[src/rtl/irq_trk_pkg.sv]
package irq_trk_pkg;

  // Strobes from the arbitration control to the state datapath.
  typedef struct packed {
    logic doEnter;
    logic doExit;
  } trkStrobe_t;

endpackage

[src/rtl/irq_trk_state.sv]
module irq_trk_state
  import irq_trk_pkg::*;
#(
  parameter int NUM_LINES = 32,
  parameter int DEPTH     = 8,
  localparam int IDW = (NUM_LINES > 1) ? $clog2(NUM_LINES) : 1,
  localparam int AW  = (DEPTH > 1) ? $clog2(DEPTH) : 1,
  localparam int SPW = $clog2(DEPTH + 1)
) (
  input  logic                 clk,
  input  logic                 rstN,
  input  logic [NUM_LINES-1:0] irqReq,
  input  logic [NUM_LINES-1:0] levelMode,
  input  logic [NUM_LINES-1:0] swSetPend,
  input  logic [NUM_LINES-1:0] swClrPend,
  input  trkStrobe_t           strb,
  input  logic [IDW-1:0]       enterId,
  output logic [NUM_LINES-1:0] pendVec,
  output logic [NUM_LINES-1:0] actVec,
  output logic [IDW-1:0]       topId,
  output logic                 stackEmpty,
  output logic                 stackFull
);

  logic [NUM_LINES-1:0] reqPrev;
  logic [NUM_LINES-1:0] setTerm;
  logic [NUM_LINES-1:0] clrTerm;
  logic [NUM_LINES-1:0] entryMask;
  logic [NUM_LINES-1:0] levelReqs;
  logic [NUM_LINES-1:0] pendNext;
  logic [IDW-1:0]       stackMem [DEPTH];
  logic [SPW-1:0]       sp;
  logic [AW-1:0]        topIdx;
  logic [AW-1:0]        pushIdx;

  // Held lines pend while high; edge lines pend on a rising request.
  assign levelReqs = levelMode & irqReq;
  assign setTerm   = levelReqs | (~levelMode & irqReq & ~reqPrev) | swSetPend;

  always_comb begin
    entryMask = '0;
    for (int i = 0; i < NUM_LINES; i++) begin
      if (strb.doEnter && (enterId == IDW'(i))) entryMask[i] = 1'b1;
    end
  end

  assign clrTerm  = swClrPend | entryMask;
  assign pendNext = setTerm | (pendVec & ~clrTerm);

  assign stackEmpty = (sp == '0);
  assign stackFull  = (sp == SPW'(DEPTH));
  assign topIdx     = AW'(sp - 1'b1);
  assign pushIdx    = AW'(sp);
  assign topId      = stackEmpty ? '0 : stackMem[topIdx];

  always_ff @(posedge clk) begin
    if (!rstN) begin
      reqPrev <= '0;
      pendVec <= '0;
      actVec  <= '0;
      sp      <= '0;
    end else begin
      reqPrev <= irqReq;
      pendVec <= pendNext;
      if (strb.doExit) begin
        sp             <= sp - 1'b1;
        actVec[topId]  <= 1'b0;
      end else if (strb.doEnter) begin
        sp             <= sp + 1'b1;
        actVec[enterId] <= 1'b1;
      end
    end
  end

  always_ff @(posedge clk) begin
    if (rstN && strb.doEnter && !strb.doExit) stackMem[pushIdx] <= enterId;
  end

  AST_PUSH_ROOM: assert property (@(posedge clk) disable iff (!rstN)
    strb.doEnter |-> (sp < SPW'(DEPTH)));
  AST_POP_NONEMPTY: assert property (@(posedge clk) disable iff (!rstN)
    strb.doExit |-> (sp != '0));
  AST_ACT_COUNT: assert property (@(posedge clk) disable iff (!rstN)
    $countones(actVec) == int'(sp));
  AST_ENTER_ACTIVE: assert property (@(posedge clk) disable iff (!rstN)
    (strb.doEnter && !strb.doExit) |=> actVec[$past(enterId)]);
  AST_ENTER_CLEARS: assert property (@(posedge clk) disable iff (!rstN)
    (strb.doEnter && !setTerm[enterId]) |=> !pendVec[$past(enterId)]);
  AST_LEVEL_HOLD: assert property (@(posedge clk) disable iff (!rstN)
    (|levelReqs) |=> ((pendVec & $past(levelReqs)) == $past(levelReqs)));

endmodule

[src/rtl/irq_trk_arb.sv]
module irq_trk_arb
  import irq_trk_pkg::*;
#(
  parameter int NUM_LINES = 32,
  parameter int PRIO_W    = 3,
  localparam int IDW = (NUM_LINES > 1) ? $clog2(NUM_LINES) : 1
) (
  input  logic                        clk,
  input  logic                        rstN,
  input  logic [NUM_LINES-1:0]        pendVec,
  input  logic [NUM_LINES-1:0]        actVec,
  input  logic [NUM_LINES-1:0]        lineEnable,
  input  logic [NUM_LINES*PRIO_W-1:0] prioFlat,
  input  logic [IDW-1:0]              topId,
  input  logic                        stackEmpty,
  input  logic                        stackFull,
  input  logic                        enterStb,
  input  logic                        exitStb,
  output trkStrobe_t                  strb,
  output logic [IDW-1:0]              bestId,
  output logic                        svcReq
);

  logic [NUM_LINES-1:0] cand;
  logic                 found;
  logic [PRIO_W-1:0]    bestPrio;
  logic [PRIO_W-1:0]    topPrio;

  assign cand = pendVec & lineEnable & ~actVec;

  // Strict compare while scanning upward keeps the lowest index on ties.
  always_comb begin
    found    = 1'b0;
    bestPrio = '0;
    bestId   = '0;
    for (int i = 0; i < NUM_LINES; i++) begin
      if (cand[i] && (!found || (prioFlat[i*PRIO_W +: PRIO_W] < bestPrio))) begin
        found    = 1'b1;
        bestPrio = prioFlat[i*PRIO_W +: PRIO_W];
        bestId   = IDW'(i);
      end
    end
  end

  assign topPrio = prioFlat[int'(topId)*PRIO_W +: PRIO_W];
  assign svcReq  = found && !stackFull && (stackEmpty || (bestPrio < topPrio));

  assign strb.doExit  = exitStb && !stackEmpty;
  assign strb.doEnter = enterStb && svcReq && !exitStb;

  AST_SEL_ELIGIBLE: assert property (@(posedge clk) disable iff (!rstN)
    svcReq |-> (pendVec[bestId] && lineEnable[bestId] && !actVec[bestId]));

endmodule

[src/rtl/irq_state_tracker.sv]
module irq_state_tracker
  import irq_trk_pkg::*;
#(
  parameter int NUM_LINES = 32,
  parameter int PRIO_W    = 3,
  localparam int IDW   = (NUM_LINES > 1) ? $clog2(NUM_LINES) : 1,
  localparam int DEPTH = 2 ** PRIO_W
) (
  input  logic                        clk,
  input  logic                        rstN,
  input  logic [NUM_LINES-1:0]        irqReq,
  input  logic [NUM_LINES-1:0]        levelMode,
  input  logic [NUM_LINES-1:0]        lineEnable,
  input  logic [NUM_LINES*PRIO_W-1:0] prioFlat,
  input  logic [NUM_LINES-1:0]        swSetPend,
  input  logic [NUM_LINES-1:0]        swClrPend,
  input  logic                        enterStb,
  input  logic                        exitStb,
  output logic [IDW-1:0]              selId,
  output logic                        svcReq,
  output logic [NUM_LINES-1:0]        pendVec,
  output logic [NUM_LINES-1:0]        actVec
);

  trkStrobe_t     strb;
  logic [IDW-1:0] topId;
  logic           stackEmpty;
  logic           stackFull;

  irq_trk_arb #(.NUM_LINES(NUM_LINES), .PRIO_W(PRIO_W)) uArb (
    .clk(clk), .rstN(rstN), .pendVec(pendVec), .actVec(actVec),
    .lineEnable(lineEnable), .prioFlat(prioFlat), .topId(topId),
    .stackEmpty(stackEmpty), .stackFull(stackFull), .enterStb(enterStb),
    .exitStb(exitStb), .strb(strb), .bestId(selId), .svcReq(svcReq)
  );

  irq_trk_state #(.NUM_LINES(NUM_LINES), .DEPTH(DEPTH)) uState (
    .clk(clk), .rstN(rstN), .irqReq(irqReq), .levelMode(levelMode),
    .swSetPend(swSetPend), .swClrPend(swClrPend), .strb(strb),
    .enterId(selId), .pendVec(pendVec), .actVec(actVec), .topId(topId),
    .stackEmpty(stackEmpty), .stackFull(stackFull)
  );

endmodule

[config.mk]
export PLATFORM = sky130hd
export DESIGN_NAME = irq_state_tracker
export DESIGN_NICKNAME = d
export VERILOG_FILES = /design/src/rtl/irq_trk_pkg.sv /design/src/rtl/irq_trk_state.sv /design/src/rtl/irq_trk_arb.sv /design/src/rtl/irq_state_tracker.sv
export SDC_FILE = /design/constraint.sdc
export NUM_CORES = 1
export LEC_CHECK = 0
export BUFFER_PORTS_ARGS = -buffer_cell sky130_fd_sc_hd__buf_2
export CAP_MARGIN = 20
export CORE_ASPECT_RATIO = 0.6
export CORE_MARGIN = 5
export CORE_UTILIZATION = 45
export CTS_CLUSTER_SIZE = 25
export DETAILED_ROUTE_END_ITERATION = 8
export GPL_TIMING_DRIVEN = 0
export PLACE_DENSITY_LB_ADDON = 0.08
export SETUP_SLACK_MARGIN = 0.1
export SLEW_MARGIN = 40
export SYNTH_ARGS = -nofsm -noshare
export SYNTH_HDL_FRONTEND = slang
export SYNTH_SLANG_ARGS = --single-unit
[constraint.sdc]
create_clock -name clk -period 58.9 [get_ports clk]
set_clock_uncertainty 0.1 [all_clocks]
set_input_delay 8.835 -clock clk [delete_from_list [all_inputs] [get_ports clk]]
set_output_delay 8.835 -clock clk [all_outputs]
set_load 0.05 [all_outputs]
Yosys cells after proc, flatten, opt, wreduce, memory -nomap -nowiden
Memories as Yosys holds them, arrays and structs flattened.
Index checks and enable logic that the tools add are counted.
Widths: inputs -> output; s select.
- bits in registers: 100
- memory bits (writable): 40
- input bits: 260
- output and inout port bits: 70
- memories: 1
- add/subtract/negate cells: 2
- multiply operators: 1
- $lt $le $gt $ge: 36
- equality and inequality tests: 32
- shifts and indexed selects: 1
- muxes and demuxes: 138
- bitwise gates (word level): 17
- reductions and logical operators: 142
- memory list (memory ; words ; bits a word ; rd ports ; clocked after memory_dff ; write ports ; line ; RTL):
    uState.stackMem ; 8 ; 5 ; 1 ; 0 ; 1 ; irq_trk_state.sv:31 ; logic [IDW-1:0] stackMem [DEPTH];
- operators with widths (cell ; count):
    $and 32x32->32 ; 7
    $not 32->32 ; 5
    $or 32x32->32 ; 5
    $mux 3 ; 36
    $lt 3x3->1 ; 32
    $shiftx 96x32->3 ; 1
    $mux 5 ; 17
    $eq 5x5->1 const B ; 16
    $logic_and 1x1->1 ; 72
    $mux 1 ; 69
    $mux 32 ; 2
    $eq 5x4->1 const B ; 8
    $mux 4 ; 10
    $logic_not 1->1 ; 35
    $logic_or 1x1->1 ; 32
    $eq 5x3->1 const B ; 4
    $lt 5x6->1 const B ; 2
    $demux 1 s5 ; 2
    $eq 5x2->1 const B ; 2
    $ge 5x1->1 const B ; 2
    $mul 5x2->7 const B ; 1
    $eq 5x1->1 const B ; 1
    $logic_not 5->1 ; 1
    $add 4x1->4 const B ; 1
    5 further kinds ; 6

Depth between registers and ports, before layout
Gate-level depths: netlist (run 1).
- depth in word-level cells: 138
- depth in mapped cells: 250
- depth with buffers taken out: 242

Hierarchy
Synthesis (run 1) repeated with hierarchy kept, for this count alone.
- cell total of the unflattened synthesis: 1499
- area total of the unflattened synthesis: 12628.4 um^2
- modules (own cells, without submodules) (module ; times used ; cells an instance ; area an instance (um^2)):
    irq_trk_arb ; 1 ; 923 ; 6647.6
    irq_trk_state ; 1 ; 576 ; 5980.7

Least setup slack after synthesis (run 1)
OpenSTA, ideal clock, no wires.
- path kind: input to output
- start: input lineEnable[0]
- end: output svcReq
- arrival: 49.796 ns
- required time: 49.965 ns
- path slack: 0.169 ns
- cell stages on the path: 236
- buffers on the path: 7
- cells stage by stage: and3b_1 -> buf_2 -> nand2_1 -> ha_1 -> a21oi_1 -> o21ai_1 -> a21oi_1 -> nand2_1 -> o21ai_0 -> inv_1 -> ha_1 -> nor4b_1 -> nand2_1 -> a2bb2oi_1 -> and2_4 -> buf_6 -> a21oi_1 -> inv_1 -> [200 not listed] -> a21o_1 -> a21o_1 -> a21oi_1 -> a21o_2 -> buf_4 -> nand2_1 -> o21a_1 -> ha_1 -> or4_1 -> o21ai_2 -> buf_2 -> o21ai_0 -> ha_1 -> a21oi_1 -> o21ai_0 -> a22oi_1 -> o21ai_0 -> a21oi_1
- cells in the longest elaborated chain, start to end: 130
- elaborated cells on any way between the ends: 194
- those cells by class: order compare (32); mux (64); bitwise (2); reduce/logical (96)
- RTL lines (what ; line ; RTL):
    start: declaration ; irq_state_tracker.sv:13 ; input logic [NUM_LINES-1:0] lineEnable,
    $and 32x32->32 * (2 in series) ; irq_trk_arb.sv:29 ; assign cand = pendVec & lineEnable & ~actVec;
    $mux 3 / $mux 1 (equally long branches) ; irq_trk_arb.sv:37 ; if (cand[i] && (!found || (prioFlat[i*PRIO_W +: PRIO_W] < bestPrio))) begin
    $lt 3x3->1 / $logic_not 1->1 (equally long branches) ; irq_trk_arb.sv:37 ;
    $logic_or 1x1->1 ; irq_trk_arb.sv:37 ;
    $logic_and 1x1->1 ; irq_trk_arb.sv:37 ;
    $mux 3 / $mux 1 (equally long branches) ; irq_trk_arb.sv:37 ;
    $lt 3x3->1 / $logic_not 1->1 (equally long branches) ; irq_trk_arb.sv:37 ;
    $logic_or 1x1->1 ; irq_trk_arb.sv:37 ;
    [113 not listed] ; -- ;
    $mux 3 / $mux 1 (equally long branches) ; irq_trk_arb.sv:37 ;
    $lt 3x3->1 / $logic_not 1->1 (equally long branches) ; irq_trk_arb.sv:37 ;
    $logic_or 1x1->1 ; irq_trk_arb.sv:37 ;
    $logic_and 1x1->1 ; irq_trk_arb.sv:37 ;
    $mux 3 ; irq_trk_arb.sv:37 ;
    $lt 3x3->1 ; irq_trk_arb.sv:46 ; assign svcReq = found && !stackFull && (stackEmpty || (bestPrio < topPrio));
    $logic_or 1x1->1 ; irq_trk_arb.sv:46 ;
    $logic_and 1x1->1 * ; irq_trk_arb.sv:46 ;
    end: declaration ; irq_state_tracker.sv:20 ; output logic svcReq,
Mark *: on every way between the ends. The rest lies on a longest branch, timed or not.

Worst setup path after layout (run 1)
Same ends and word-level chain as after synthesis.

==> results of run 1 <==
power by group through the flow:
stage               Sequential [mW]  Clock (mW)  Combinational, mW
floorplan                     0.165           0              0.551
global placement              0.149           0              0.813
detailed placement            0.149           0              0.830
CTS                           0.147       0.102              0.888
global route                  0.149       0.106               1.11
finish                        0.148       0.102               1.06
cells by family (layout without fill, tap and decap cells):
group | count (synthesis) | after routing | share of synthesized area
AO/OA/AOI/OAI | 590 | 590 | 0.3320
AND/OR/NAND/NOR | 575 | 575 | 0.2426
flip-flops | 140 | 140 | 0.2484
buffers and inverters | 138 | 629 | 0.04579
multiplexers | 77 | 77 | 0.08469
adder cells (fa/ha/maj) | 49 | 49 | 0.04657
other | 0 | 3 | 0
final cells by class:
type | count | area share
Multi-Input combinational cell | 1291 | 0.5787
Clock buffer | 21 | 0.02467
Inverter | 91 | 0.01942
Clock inverter | 11 | 0.005677
Timing Repair Buffer | 460 | 0.1495
Antenna cell | 3 | 0.0004206
Sequential cell | 140 | 0.1794
Buffer | 46 | 0.01584
Tap cell | 375 | 0.02628
repair_timing:
item                                   4_1_cts  5_1_grt
endpoints found under the hold margin        0        0
gates resized for setup                     92      182
setup endpoints to repair                   81        6
buffers inserted                            54       78
pin swaps                                   29      102
path summary, 6_finish.rpt:
kind | slack (ns) | to | startpoint | cells past startpoint
max | 1.15 | svcReq | lineEnable[0] | 237
min | 0.40 | uState.actVec[11] | uState.actVec[11] | 2
max reg2reg | 15.61 | uState.stackMem[1][2] | uState.pendVec[0] | 241
min reg2reg | 0.40 | uState.actVec[11] | uState.actVec[11] | 2
cell usage in the layout (no fill, tap or decap), types with 14 or more instances in the layout:
master | Yosys | layout
a211oi_1 | 28 | 22
a31oi_1 | 27 | 21
o211ai_1 | 19 | 19
edfxtp_1 | 40 | 40
inv_1 | 90 | 77
ha_4 | 0 | 18
nand2_1 | 132 | 120
dfxtp_1 | 100 | 100
buf_4 | 2 | 130
nor2b_1 | 15 | 15
nand3b_1 | 31 | 31
a21oi_1 | 136 | 106
mux4_2 | 23 | 23
o22ai_1 | 24 | 22
nand3_1 | 22 | 21
buf_2 | 4 | 326
or3_1 | 16 | 16
o21ai_1 | 6 | 15
a21o_1 | 43 | 39
clkbuf_16 | 0 | 17
and2_1 | 63 | 56
o31ai_1 | 16 | 14
nor2_1 | 114 | 96
mux2i_1 | 31 | 25
nand2b_1 | 63 | 63
o21ai_0 | 97 | 76
a21oi_2 | 2 | 24
clkbuf_1 | 29 | 31
nor3_1 | 23 | 18
sequential cells by signal (all words and copies together) (netlist names):
| register | flops |
|---|---|
| uState.pendVec | 32 |
| uState.sp | 4 |
| uState.reqPrev | 32 |
| uState.actVec | 32 |
| uState.stackMem | 40 |
per-layer routing:
metal,routed length (um),vias up,share of wire
met2,24420,929,0.41
met1,26250,7418,0.45
li1,-,6996,-
met4,909,12,0.015
met3,7277,80,0.12
met5,82,-,0.0014
worst register-to-register path, delay by kind of cell, from the launching register on:
kind            cells  cell delay [ns]
compound gates     92            16.67
mux                16             4.56
fa+ha+maj          32             7.31
buf+inv            32             3.15
flops               1             0.52
simple gates       69            10.59
==> flow_metrics.py, run 1 <==
metrics = {
    "floorplan": {
        "die_height_um": 141.1,
        "die_w_um": 228.6,
        "core_sq_um": 28530,
        "start_util": 0.4521,
        "fp-row-count": 48,
        "die_area_sq_um": 32260,
        "ios": 330,
    },
    "power": {
        "combinationalPowerShare": 0.809,
        "switching_power_mw": 0.7196,
        "worst_ir_drop_vdd_mv": 0.04129,
        "pwr_density_cell_nw_per_um2": 73.26,
        "power_frac_seq": 0.113,
        "p_leak_nw": 7.370,
        "total_power_mw": 1.308,
        "switching_share": 0.5502,
        "clkPwrFrac": 0.078,
        "internal_power_mw": 0.5883,
    },
    "detailed_routing": {
        "routed_wl_mm": 58.94,
        "vias_per_cell": 6.331,
        "via_count": 15440,
        "drt-pass1-iter-count": 6,
        "drt_iter0_markers": 1868,
        "drt-wirelength-per-cell_um": 24.18,
        "drc_errors": 0,
        "ant_nets": 0,
    },
    "clocking": {
        "cts_num_sinks": 140,
        "cts.clk_slew.worst_paths_ns": 0.05,
        "hold_buffers": 0,
        "cts_root_buf": "clkbuf_16",
        "h-tree-depth": 4,
        "worstSkewPairLatency_ns": 0.43,
        "clockBufferDepth": 2,
        "numCtsBuffers": 17,
        "cts_tree": "built",
    },
    "timing": {
        "maxSlewHeadroom": 0.3960,
        "setup_viol": 0,
        "tightest_slew_ns": 0.9060,
        "tns_ns": 0,
        "timing.fmax_mhz": 17.32,
        "period_needed_ns": 57.75,
        "min_period_over_period": 0.9804,
        "hold_slack_ns": 0.4009,
        "hold_violations": 0,
        "fin_ws_ns": 1.154,
        "slew_violations": 0,
    },
    "layout": {
        "final_area_sq_um": 17850,
        "seq_area_sq_um": 3203,
        "drive_above_1_share": 0.3922,
        "n_fill_cell": 2481,
        "stdcell_count": 2438,
        "fin_util": 0.6257,
        "area_growth_pct": 38.41,
        "num-nets-final": 2350,
        "multiInputGateArea_sq_um": 10330,
    },
    "placed_design": {
        "pre_cts_ws_ns": -7.499,
        "dp_hpwl_mm": 46.23,
        "port_buffers": 326,
        "post-place-cells": 2272,
        "gp_congestion": 0.9758,
        "placedInstanceArea_sq_um": 15130,
    },
    "synth": {
        "synth_nets": 1872,
        "ys_ff_latch": 140,
        "synth_top_area_frac": 0.1552,
        "netlist_top_cells_count": "136 x a21oi_1, 132 x nand2_1, 114 x nor2_1, 100 x dfxtp_1, 97 x o21ai_0",
        "synth_most_common_cell": "a21oi_1",
        "yosys_warnings": 0,
        "avgSynthCellArea_sq_um": 8.220,
        "yosysUniqueCellTypes": 126,
        "synth_seq_area_share": 0.2484,
        "synth_largest_area_cell": "dfxtp_1",
        "synthCells": 1569,
        "ys.flop_type": "dfxtp_1",
        "synth_edf_count": 40,
        "synth-async-reset-ratio": 0,
        "synth_top_cells_by_area": "dfxtp_1 16%, edfxtp_1 9.3%, a21oi_1 5.3%, ha_1 4.2%, mux4_2 4.0%",
        "syn_area_sq_um": 12900,
    },
    "worst_setup_path": {
        "worstPathArrival_ns": 48.81,
        "cp_slowest_cell": "or4_4",
        "critPathMaxStageDelay_ns": 0.56,
        "cp-start-kind": "input pin",
        "critical_path.max_fanout": 7,
        "end_kind": "output pin",
        "worst_ep_required_time_ns": 49.97,
        "cpMostUsedCell": "ha_4",
        "path_buf_inv": 33,
        "path_class": "input pin to output pin",
        "worst_path_dominant_cell_family": "compound AO/OA/AOI/OAI gates",
    },
    "job": {
        "maxCapViolations": 0,
    },
    "global_route": {
        "gr-total-overflow": 0,
        "gr-max-usage-layer": "met1",
        "grt_pass1_vias": 13970,
        "grt_max_degree": 19,
        "grt_pass1_wl_mm": 84.98,
        "antenna_found_initial": 6,
        "use_met2": 0.4861,
        "grt_util_all_layers": 0.3368,
        "grtUsageMet1": 0.4987,
        "met3_usage": 0.1079,
    },
    "hold_path": {
        "holdCritPathClass": "flop to flop",
    },
    "status": {
        "outcome": "finished, final reports clean",
    },
}
(Power assumes the default switching activity.)
==> run 2: changes to the inputs <==
==> constraint.sdc (replaced) <==
create_clock -name clk -period 56.8 [get_ports clk]
set_clock_uncertainty 0.1 [all_clocks]
set_input_delay 8.52 -clock clk [delete_from_list [all_inputs] [get_ports clk]]
set_output_delay 8.52 -clock clk [all_outputs]
set_load 0.05 [all_outputs]
==> run 2 against run 1 <==
  * The run now ends with negative setup slack left
  * Sequential share of layout area down 0.73 points
  * Critical path depth decreased by 4
  * Design area rose by 4.2%
==> flow_metrics.py, run 2 (same netlist as run 1, synthesis figures left out) <==
metrics = {
    "status": {
        "outcome": "complete, but fails checks",
        "violations": "negative setup slack",
    },
    "worst_setup_path": {
        "rrSetupSlack_ns": 13.35,
        "worstPathArrival_ns": 48.33,
        "critPathMaxStageDelay_ns": 0.55,
        "worst_ep_required_time_ns": 48.18,
        "critical_path.max_fanout": 7,
        "path_buf_inv": 30,
        "reg2reg_to": "uState.stackMem[5][3]",
        "end_kind": "output pin",
        "cp_slowest_cell": "or4_4",
        "reg2regPathDepth": 238,
        "worst_path_dominant_cell_family": "compound AO/OA/AOI/OAI gates",
        "rr_startpoint": "uState.pendVec[0]",
        "cp-start-kind": "input pin",
        "cpMostUsedCell": "ha_4",
        "path_class": "input pin to output pin",
    },
    "timing": {
        "timing.fmax_mhz": 17.56,
        "slew_violations": 0,
        "hold_violations": 0,
        "min_period_over_period": 1.003,
        "period_needed_ns": 56.95,
        "maxSlewHeadroom": 0.3744,
        "tightest_slew_ns": 0.9384,
        "tns_ns": -0.1474,
        "fin_ws_ns": -0.1474,
        "hold_slack_ns": 0.4089,
        "setup_viol": 1,
        "rsz0062_at_grt": "true",
    },
    "power": {
        "pwr_density_cell_nw_per_um2": 80.57,
        "switching_share": 0.5314,
        "power_frac_seq": 0.103,
        "internal_power_mw": 0.7024,
        "p_leak_nw": 7.670,
        "worst_ir_drop_vdd_mv": 0.05662,
        "switching_power_mw": 0.7966,
        "total_power_mw": 1.499,
        "combinationalPowerShare": 0.816,
        "clkPwrFrac": 0.082,
    },
    "detailed_routing": {
        "via_count": 15880,
        "drt-pass1-iter-count": 6,
        "drt_iter0_markers": 2044,
        "drc_errors": 0,
        "routed_wl_mm": 61.42,
        "ant_nets": 0,
        "drt-wirelength-per-cell_um": 24.82,
        "vias_per_cell": 6.416,
    },
    "floorplan": {
        "fp-row-count": 48,
        "die_area_sq_um": 32260,
        "start_util": 0.4521,
        "ios": 330,
        "core_sq_um": 28530,
        "die_w_um": 228.6,
        "die_height_um": 141.1,
    },
    "clocking": {
        "cts_root_buf": "clkbuf_16",
        "worstSkewPairLatency_ns": 0.43,
        "cts.clk_slew.worst_paths_ns": 0.06,
        "cts_num_sinks": 140,
        "numCtsBuffers": 17,
        "hold_buffers": 0,
        "cts_tree": "built",
        "clockBufferDepth": 2,
        "h-tree-depth": 4,
    },
    "layout": {
        "multiInputGateArea_sq_um": 10660,
        "mostFrequentLayoutCells": "323 x buf_2, 164 x buf_4, 116 x nand2_1, 105 x a21oi_1, 100 x dfxtp_1",
        "final_common_cell": "buf_2",
        "largest_reg_flops": 40,
        "stdcell_count": 2475,
        "n_fill_cell": 2442,
        "max_flop_register": "uState.stackMem",
        "area_growth_pct": 44.25,
        "num-nets-final": 2385,
        "seq_area_sq_um": 3203,
        "fin_util": 0.6521,
        "final_area_sq_um": 18600,
        "drive_above_1_share": 0.4277,
    },
    "global_route": {
        "grt_max_degree": 19,
        "grt_pass1_vias": 13910,
        "grt_pass1_wl_mm": 87.09,
        "antenna_found_initial": 7,
        "grt_util_all_layers": 0.3466,
        "gr-total-overflow": 0,
    },
    "hold_path": {
        "hold_end": "uState.actVec[11]",
        "hold_depth": 2,
        "hold_start": "uState.actVec[11]",
        "holdCritPathClass": "flop to flop",
    },
    "job": {
        "maxCapViolations": 0,
    },
    "placed_design": {
        "port_buffers": 326,
        "dp_hpwl_mm": 46.68,
        "placedInstanceArea_sq_um": 15200,
        "post-place-cells": 2272,
        "gp_congestion": 1.013,
        "pre_cts_ws_ns": -6.842,
    },
}
-- run 2: changes by cell type in the layout (fill, tap and decap cells not counted), sizes merged --
cell,before,now
buf,475,511
diode,3,5
clkbuf,51,53
bufinv,2,3
clkinv,9,4
inv,91,92
-- run 2: repair_timing --
action | 4_1_cts | 5_1_grt
cloned | 0 | 0
setup endpoints to repair | 59 | 6
gates resized for setup | 127 | 220
pin swaps | 54 | 145
buffers inserted | 70 | 98
hold endpoints to repair | 0 | 0
-- run 2: power by group through the flow --
stage | logic [mW] | clock network (mW) | registers [mW]
3_5_place_dp | 0.870 | 0 | 0.154
3_3_place_gp | 0.855 | 0 | 0.154
4_1_cts | 0.957 | 0.123 | 0.153
6_report | 1.22 | 0.122 | 0.154
5_1_grt | 1.28 | 0.128 | 0.154
2_1_floorplan | 0.580 | 0 | 0.171
-- run 2: cell type report --
| type | count | share of cell area |
|---|---|---|
| diodes | 5 | 0.0006725 |
| multi-input cells | 1291 | 0.5727 |
| clock inverters | 8 | 0.006524 |
| well taps | 375 | 0.02522 |
| repair buffers | 496 | 0.1605 |
| clock buffers | 24 | 0.02872 |
| plain buffers | 45 | 0.01399 |
| inverters | 91 | 0.01944 |
| flip-flops and latches | 140 | 0.1722 |
-- run 2: worst register-to-register path, delay by kind of cell (launching register included) --
| family | cells | cell delay, ns |
|---|---|---|
| compound gates | 93 | 17.02 |
| fa+ha+maj | 32 | 7.16 |
| simple gates | 66 | 10.61 |
| buf+inv | 30 | 3.02 |
| flops | 1 | 0.57 |
| mux | 17 | 4.63 |
-- run 2: worst max path at each step --
stage	from	to	slack, ns	cells past startpoint
2_1_floorplan	lineEnable[0]	svcReq	0.15	236
3_3_place_gp	lineEnable[0]	svcReq	-6.83	233
3_5_place_dp	lineEnable[0]	svcReq	-6.84	233
4_1_cts	lineEnable[0]	svcReq	0.13	235
5_1_grt	lineEnable[0]	svcReq	-1.56	236
6_report	lineEnable[0]	svcReq	-0.15	233
-- run 2: metal layers --
layer	up-vias	GRT usage	share of wire	routed length, um
met5	-	0	0.00055	34
met4	6	0.04771	0.015	909
met3	103	0.1105	0.13	7802
met2	997	0.4958	0.41	25400
met1	7701	0.5210	0.44	27270
li1	7072	-	-	-
